File: src/rtl/bmem_pkg.sv
package bmem_pkg;

  typedef enum logic {FILL_IDLE, FILL_RUN} fill_state_t;
  typedef enum logic {DUMP_IDLE, DUMP_RUN} dump_state_t;

  // True when value v has no bit set at or above position aw.
  function automatic logic addr_in_range(input logic [63:0] v, input int unsigned aw);
    return (v >> aw) == 64'd0;
  endfunction

  // True when a pointer of width aw sits on its final location.
  function automatic logic at_top(input logic [63:0] p, input int unsigned aw);
    return p == ((64'd1 << aw) - 64'd1);
  endfunction

endpackage

File: src/rtl/bmem_addr_reg.sv
module bmem_addr_reg
  import bmem_pkg::*;
#(
  parameter int ADDR_W = 8,
  parameter int SRC_W  = 9
) (
  input  logic              clk,
  input  logic              rst_n,
  input  logic              cpu_ld,
  input  logic [SRC_W-1:0]  cpu_val,
  input  logic              own_ld,
  input  logic [ADDR_W-1:0] own_addr,
  output logic [ADDR_W-1:0] addr_q,
  output logic              err_q,
  output logic              range_ok
);

  assign range_ok = addr_in_range(64'(cpu_val), ADDR_W);

  always_ff @(posedge clk) begin
    if (!rst_n) begin
      addr_q <= '0;
      err_q  <= 1'b0;
    end else if (own_ld) begin
      addr_q <= own_addr;
    end else if (cpu_ld) begin
      if (range_ok) addr_q <= cpu_val[ADDR_W-1:0];
      else          err_q  <= 1'b1;
    end
  end

endmodule

File: src/rtl/bmem_array.sv
module bmem_array #(
  parameter int ADDR_W = 8,
  parameter int DATA_W = 8
) (
  input  logic              clk,
  input  logic              rst_n,
  input  logic              we,
  input  logic [ADDR_W-1:0] waddr,
  input  logic [DATA_W-1:0] wdata,
  input  logic [ADDR_W-1:0] raddr_a,
  output logic [DATA_W-1:0] rdata_a,
  input  logic [ADDR_W-1:0] raddr_b,
  output logic [DATA_W-1:0] rdata_b
);

  localparam int DEPTH = 1 << ADDR_W;

  logic [DATA_W-1:0] cells [DEPTH];

  always_ff @(posedge clk) begin
    if (!rst_n) begin
      for (int i = 0; i < DEPTH; i++) cells[i] <= '0;
    end else if (we) begin
      cells[waddr] <= wdata;
    end
  end

  assign rdata_a = cells[raddr_a];
  assign rdata_b = cells[raddr_b];

endmodule

File: src/rtl/bmem_loader.sv
module bmem_loader
  import bmem_pkg::*;
#(
  parameter int ADDR_W = 8,
  parameter int DATA_W = 8
) (
  input  logic              clk,
  input  logic              rst_n,
  input  logic              start,
  input  logic              in_valid,
  input  logic [DATA_W-1:0] in_byte,
  input  logic              in_last,
  output logic              busy,
  output logic              we,
  output logic [ADDR_W-1:0] waddr,
  output logic [DATA_W-1:0] wdata
);

  fill_state_t       state;
  logic [ADDR_W-1:0] ptr;
  logic              final_write;

  assign busy        = (state == FILL_RUN);
  assign we          = busy && in_valid;
  assign waddr       = ptr;
  assign wdata       = in_byte;
  assign final_write = we && (in_last || at_top(64'(ptr), ADDR_W));

  always_ff @(posedge clk) begin
    if (!rst_n) begin
      state <= FILL_IDLE;
      ptr   <= '0;
    end else if (state == FILL_IDLE) begin
      if (start) begin
        state <= FILL_RUN;
        ptr   <= '0;
      end
    end else if (final_write) begin
      state <= FILL_IDLE;
    end else if (we) begin
      ptr <= ptr + 1'b1;
    end
  end

endmodule

File: src/rtl/bmem_dumper.sv
module bmem_dumper
  import bmem_pkg::*;
#(
  parameter int ADDR_W = 8
) (
  input  logic              clk,
  input  logic              rst_n,
  input  logic              start,
  output logic              busy,
  output logic [ADDR_W-1:0] rd_addr,
  output logic              valid,
  output logic              done
);

  dump_state_t       state;
  logic [ADDR_W-1:0] cnt;
  logic              last_beat;

  assign busy      = (state == DUMP_RUN);
  assign valid     = busy;
  assign rd_addr   = cnt;
  assign last_beat = busy && at_top(64'(cnt), ADDR_W);

  always_ff @(posedge clk) begin
    if (!rst_n) begin
      state <= DUMP_IDLE;
      cnt   <= '0;
      done  <= 1'b0;
    end else begin
      done <= last_beat;
      if (state == DUMP_IDLE) begin
        if (start) begin
          state <= DUMP_RUN;
          cnt   <= '0;
        end
      end else if (last_beat) begin
        state <= DUMP_IDLE;
      end else begin
        cnt <= cnt + 1'b1;
      end
    end
  end

endmodule

File: src/rtl/bus_mem_subsys.sv
module bus_mem_subsys #(
  parameter int ADDR_W = 8,
  parameter int DATA_W = 8,
  parameter int SRC_W  = 9
) (
  input  logic              clk,
  input  logic              rst_n,
  input  logic [SRC_W-1:0]  bus_in,
  input  logic              lm,
  input  logic              lr,
  input  logic              er,
  output logic [DATA_W-1:0] bus_out,
  output logic              bus_oe,
  output logic [ADDR_W-1:0] addr_q,
  output logic              addr_err,
  input  logic              ld_start,
  input  logic              ld_valid,
  input  logic [DATA_W-1:0] ld_byte,
  input  logic              ld_last,
  output logic              ld_busy,
  input  logic              dma_go,
  output logic              dma_busy,
  output logic              dump_valid,
  output logic [ADDR_W-1:0] dump_addr,
  output logic [DATA_W-1:0] dump_data,
  output logic              dump_done
);

  // Named internal events.
  logic              eng_busy;
  logic              cpu_lm;
  logic              cpu_lr;
  logic              fill_go;
  logic              dump_go;
  logic              fill_we;
  logic [ADDR_W-1:0] fill_addr;
  logic [DATA_W-1:0] fill_data;
  logic              mem_we;
  logic [ADDR_W-1:0] mem_waddr;
  logic [DATA_W-1:0] mem_wdata;
  logic [DATA_W-1:0] rd_bus;
  logic              lm_range_ok;

  assign eng_busy = ld_busy | dma_busy;
  assign cpu_lm   = lm & ~eng_busy;
  assign cpu_lr   = lr & ~eng_busy;
  assign fill_go  = ld_start & ~eng_busy;
  assign dump_go  = dma_go & ~eng_busy & ~ld_start;

  assign mem_we    = fill_we | cpu_lr;
  assign mem_waddr = fill_we ? fill_addr : addr_q;
  assign mem_wdata = fill_we ? fill_data : bus_in[DATA_W-1:0];

  assign bus_oe  = er;
  assign bus_out = er ? rd_bus : '0;

  bmem_addr_reg #(.ADDR_W(ADDR_W), .SRC_W(SRC_W)) u_mar (
    .clk      (clk),
    .rst_n    (rst_n),
    .cpu_ld   (cpu_lm),
    .cpu_val  (bus_in),
    .own_ld   (fill_we),
    .own_addr (fill_addr),
    .addr_q   (addr_q),
    .err_q    (addr_err),
    .range_ok (lm_range_ok)
  );

  bmem_array #(.ADDR_W(ADDR_W), .DATA_W(DATA_W)) u_ram (
    .clk     (clk),
    .rst_n   (rst_n),
    .we      (mem_we),
    .waddr   (mem_waddr),
    .wdata   (mem_wdata),
    .raddr_a (addr_q),
    .rdata_a (rd_bus),
    .raddr_b (dump_addr),
    .rdata_b (dump_data)
  );

  bmem_loader #(.ADDR_W(ADDR_W), .DATA_W(DATA_W)) u_fill (
    .clk      (clk),
    .rst_n    (rst_n),
    .start    (fill_go),
    .in_valid (ld_valid),
    .in_byte  (ld_byte),
    .in_last  (ld_last),
    .busy     (ld_busy),
    .we       (fill_we),
    .waddr    (fill_addr),
    .wdata    (fill_data)
  );

  bmem_dumper #(.ADDR_W(ADDR_W)) u_dump (
    .clk     (clk),
    .rst_n   (rst_n),
    .start   (dump_go),
    .busy    (dma_busy),
    .rd_addr (dump_addr),
    .valid   (dump_valid),
    .done    (dump_done)
  );

endmodule

File: config.mk
export PLATFORM = sky130hd
export DESIGN_NAME = bus_mem_subsys
export DESIGN_NICKNAME = d
export VERILOG_FILES = /design/src/rtl/bmem_pkg.sv /design/src/rtl/bmem_addr_reg.sv /design/src/rtl/bmem_array.sv /design/src/rtl/bmem_loader.sv /design/src/rtl/bmem_dumper.sv /design/src/rtl/bus_mem_subsys.sv
export SDC_FILE = /design/constraint.sdc
export NUM_CORES = 2
export LEC_CHECK = 0
export CAP_MARGIN = 20
export CORE_ASPECT_RATIO = 1.2
export CORE_UTILIZATION = 54
export CTS_CLUSTER_DIAMETER = 100
export CTS_CLUSTER_SIZE = 14
export DETAILED_ROUTE_END_ITERATION = 7
export PLACE_DENSITY = 0.72
export SYNTH_ARGS = -nofsm -noshare
export SYNTH_HDL_FRONTEND = slang
export SYNTH_HIERARCHICAL = 1
export SYNTH_SLANG_ARGS = --single-unit
export TNS_END_PERCENT = 10
File: constraint.sdc
create_clock -name clk -period 3.14 [get_ports clk]
set_input_delay 0.471 -clock clk [delete_from_list [all_inputs] [get_ports clk]]
set_output_delay 0.471 -clock clk [all_outputs]
set_load 0.03 [all_outputs]
After elaboration in Yosys (flattened, before gate mapping)
Memory sizes are Yosys's and may differ from the RTL's. A register that Yosys moved wholly into a read port is not among the register bits.
Index checks and enable logic that the tools add are counted.
{ "op_classes": {"n_addsub": 2, "bitwise_logic": 11, "mux": 30, "eq_ne": 5, "n_reduce_logical": 14} }
{ "ops": {"columns": ["op", "count"], "rows": [
  ["8-bit 2-to-1 mux", 19],
  ["64-bit zero test", 1],
  ["8-bit by 1-bit adder with 8-bit output, second input constant", 2],
  ["8-bit == test, second input constant", 2],
  ["1-bit 2-to-1 mux", 11],
  ["2-bit nonzero test", 4],
  ["8-bit OR reduction", 1],
  ["2-bit inequality test, second input constant", 3],
  ["3-bit AND reduction", 2],
  ["1-bit bitwise AND", 5],
  ["1-bit NOT", 4],
  ["2-bit AND reduction", 2],
  ["1-bit logical AND", 3],
  ["1-bit OR", 2],
  ["1-bit logical OR", 1]
]} }
{ "totals": {"memories": 1, "mem_bits_rw": 2048, "regBits": 28, "out_inout_bits": 38, "word_cells": 70} }
{ "memory_table": {"columns": ["memory", "words", "width", "read_ports", "rd_ports_with_merged_regs", "write_ports", "line_no", "rtl"], "rows": [
  ["u_ram.cells", 256, 8, 2, 2, 256, "bmem_array.sv:18", "logic [DATA_W-1:0] cells [DEPTH];"]
]} }

Depth between registers and ports, before layout
{ "logic_depth": {"ltp_word": 9, "ltp_mapped": 12} }

Modules after synthesis
Netlist, hierarchy kept.
{ "modules_own_cells": {"columns": ["module", "cells_per_inst", "n_inst", "area_per_inst_um2"], "rows": [
  ["bmem_array", 8068, 1, 111540.7],
  ["bmem_loader", 68, 1, 559.3],
  ["bmem_dumper", 58, 1, 541.8],
  ["bmem_addr_reg", 40, 1, 385.4],
  ["bus_mem_subsys", 32, 1, 336.6]
]} }

Worst setup path before layout
No wires, ideal clock.
{ "synth_path": {"path_kind": "register to register", "from": "register u_fill.state (netlist: u_fill/busy)", "to": "memory u_ram.cells[130][0] (enable)", "arrival_ns": 3.147, "setup_slack_ns": -0.391, "synth_period_minus_slack_ns": 3.531, "stages_incl_launch_ff": 11, "cell_sequence": "dfxtp_1 > buf_4 > and2_1 > buf_6 > buf_12 > mux2_4 > buf_2 > nor3_1 > nand2_1 > clkbuf_1 > o21ai_0"} }
{ "synth_rtl": {"columns": ["element", "line_no", "rtl"], "rows": [
  ["start, declared", "bmem_loader.sv:19", "fill_state_t state;"],
  ["start signal, assigned", "bmem_loader.sv:31", "state <= FILL_IDLE;"],
  ["start signal, assigned", "bmem_loader.sv:35", "state <= FILL_RUN;"],
  ["start signal, assigned", "bmem_loader.sv:39", "state <= FILL_IDLE;"],
  ["end, declared", "bmem_array.sv:18", null]
]} }

==> metrics.md <==
| Metric | Value |
|---|---|
| GRT Resource Usage Total | `0.417` |
| RSZ-0062 raised after global routing | `yes` |
| Area Overhead vs Synth | `22.5%` |
| Port buffer count | `63` |
| Tot Pwr | `63900 uW` |
| Final setup fails | `16` |
| Hold_sp | `bus_in[4]` |
| Pwr Density | `460 nW/um2` |
| Root buf cell | `clkbuf_16` |
| Setup crit start kind | `register` |
| Worst-skew pair later-pin latency | `0.88 ns` |
| Clock Tree Buf Depth | `3` |
| Status | `finished with violations` |
| Synthesized area | `113000 um2` |
| Nets | `9171` |
| Req. time, crit path | `about 2.7 ns` |
| Post-Syn Area per Cell | `around 14 um2` |
| Antenna-violating nets left | `0` |
| Die footprint | `212000 um2` |
| Via-per-instance ratio | `between 7 and 8` |
| Leak | `0.0542 uW` |
| DR iter-0 viols | `13253` |
| Worst vdd ir | `between 0.6 and 0.7 mV` |
| WP data arrival | `4.18 ns` |
| CP Cell Sequence | `buf_12 -> buf_16 -> buf_4 -> buf_12 -> mux4_2 -> a22oi_1 -> a21oi_1 -> nor4_4 -> buf_4 -> nor4_4 -> and2_4 -> buf_12` |
| Failing checks | `setup timing` |
| # fillers | `about 14000` |
| Slew HR | `0.155` |
| Worst Path Max Fanout | `10` |
| Syn Inst Count | `between 8000 and 9000` |
| Vias in the first global route | `about 86000` |
| Final period util | `1.48` |
| Final Hold Fails | `0` |
| Final GP Congestion | `about 1.1` |
| HPWL after detailed placement | `just over 300000 um` |
| HP Class | `in -> reg` |
| DRC violations left | `0` |
| Routed WL | `approximately 440000 um` |
| CTS tree | `yes` |
| Util after Layout | `0.668` |
| Minimum clock period | `about 4.7 ns` |
| Via count | `87333` |
| Syn. warnings | `6` |
| FMAX | `215 MHz` |
| Worst Hold Depth | `3` |
| Worst R2R Start | `u_fill/busy` |
| 1st-pass router iterations | `8` |
| Setup TNS | `-21.53 ns` |
| Remaining Overflow, GRT | `0` |
| Initial antenna violation count | `16` |
| Worst Max-Slew Pin Slew | `roughly 1.3 ns` |
| Layout cells sized above 1 | `0.352` |
| CP Capture Type | `output port` |
| Slowest-stage cell, CP | `a21oi_1` |
| Pin count of the biggest net entering global routing | `approximately 180` |
| Most used cell, CP | `buf_12` |
| FP Rows | `183` |
| CTS clock-pin slew for the worst setup and hold paths | `about 0.070 ns` |
| Die W | `420 um` |
| Post-synthesis net count | `between 8000 and 9000` |
| Average wire per standard cell | `~37 um` |
| CTS Buf Count | `166` |
| CTS Sinks | `between 2000 and 2500` |
| Reg2reg path depth | `9` |
| H-tree depth | `4` |
| Global-route wire length before repair | `approximately 630000 um` |
| Core area | `between 200000 and 250000 um2` |
| Setup ws final | `-1.51 ns` |
| Chip Height | `504 um` |
| Setup Skew | `between 0.02 and 0.025 ns` |
| Max Cap Violations | `0` |
| Initial core utilization | `0.545` |
| Max incr delay on CP | `around 0.70 ns` |
| IO Pins | `64` |
| Crit Path Category | `reg -> out` |
| Critical path launch point | `u_mar/addr_q[0]` |
| Max Slew Vio Count | `0` |
[worst paths after layout]
kind / end / slack (ns)
worst max-delay path: bus_out[2] / -1.51
worst min-delay path: u_mar/addr_q[4] / 0.30
worst max register to register: u_ram/cells[119][7] / 0.04
worst min register to register: u_fill/waddr[7] / 0.51
[metal layers]
layer / wire (um) / GRT usage / share of wire
met2: 200000 / 0.627 / 0.45
met3: 57600 / 0.117 / 0.13
met1: 140000 / 0.494 / 0.32
met4: 46500 / 0.355 / 0.10
met5: 30 / 0 / 0.000068
[per-stage QoR]
step	hold slack [ns]	worst slack, ns	area, um2	std cells
floorplan	0.458	-0.233	114000	8265
global placement	0.484	-1.90	128000	11541
detailed placement	0.490	-1.44	129000	11544
CTS	0.286	-1.34	138000	11923
global route	0.328	-1.47	139000	11962
finish	0.301	-1.51	139000	11986
[cell type report]
cell class | instances | area, um2 | area share
Antenna cell | 29 | 72.6 | 0.000522
Inverter | 8 | 33.8 | 0.000243
Sequential cell | 2076 | 62100 | 0.447
Clock buffer | 196 | 4390 | 0.0316
Clock inverter | 11 | 115 | 0.000829
Timing Repair Buffer | 1759 | 19300 | 0.139
Tap cell | 2775 | 3470 | 0.0250
Multi-Input combinational cell | 5132 | 49400 | 0.356
[report_power, final]
| part | internal [uW] | switching, uW |
|---|---|---|
| sequential | 31300 | 607 |
| clock | 9790 | 9890 |
| combinational | 5330 | 6990 |
| total | 46400 | 17500 |
[repair_timing]
| item | CTS | global route |
|---|---|---|
| hold endpoints to repair | 5 | 0 |
| pin swaps | 113 | 63 |
| hold buffers | 1 | 0 |
| setup buffers | 151 | 36 |
| cloned | 34 | 3 |
| gates resized for setup | 553 | 109 |
| setup endpoints to repair | 202 | 108 |
[sequential cells by signal (all words and copies together), names as in the netlist]
name and count:
u_ram/cells 2048, u_dump/rd_addr 8, u_fill/waddr 8, u_mar/addr_q 8, u_dump/busy 1, u_dump/done 1, u_fill/busy 1, u_mar/err_q 1
[placed cells by master, fill, tap and decap left out, types with 33 or more instances in the layout]
master	n
a22oi_2	85
o22ai_1	63
nor2_1	150
o221ai_1	52
a22oi_1	211
nand2b_1	33
nor4_4	38
mux4_2	844
nor2b_1	39
buf_6	59
nand3_1	41
o21ai_0	213
a211oi_1	36
clkbuf_16	175
nand2_1	259
and2_1	417
a21oi_1	123
nor2_4	33
edfxtp_1	2048
buf_4	1236
buf_16	52
a21oi_2	56
and3_1	1645
buf_12	336
clkdlybuf4s50_1	43
mux2i_1	326
[worst max-delay path, delay by kind of cell, from the launching register on]
kind            cells  cell delay (ns)
compound gates      2             0.82
flops               1             0.40
buf+inv             6             0.91
mux                 1             0.36
simple gates        3             0.78
Note: power is estimated with default switching activity, not from simulation.
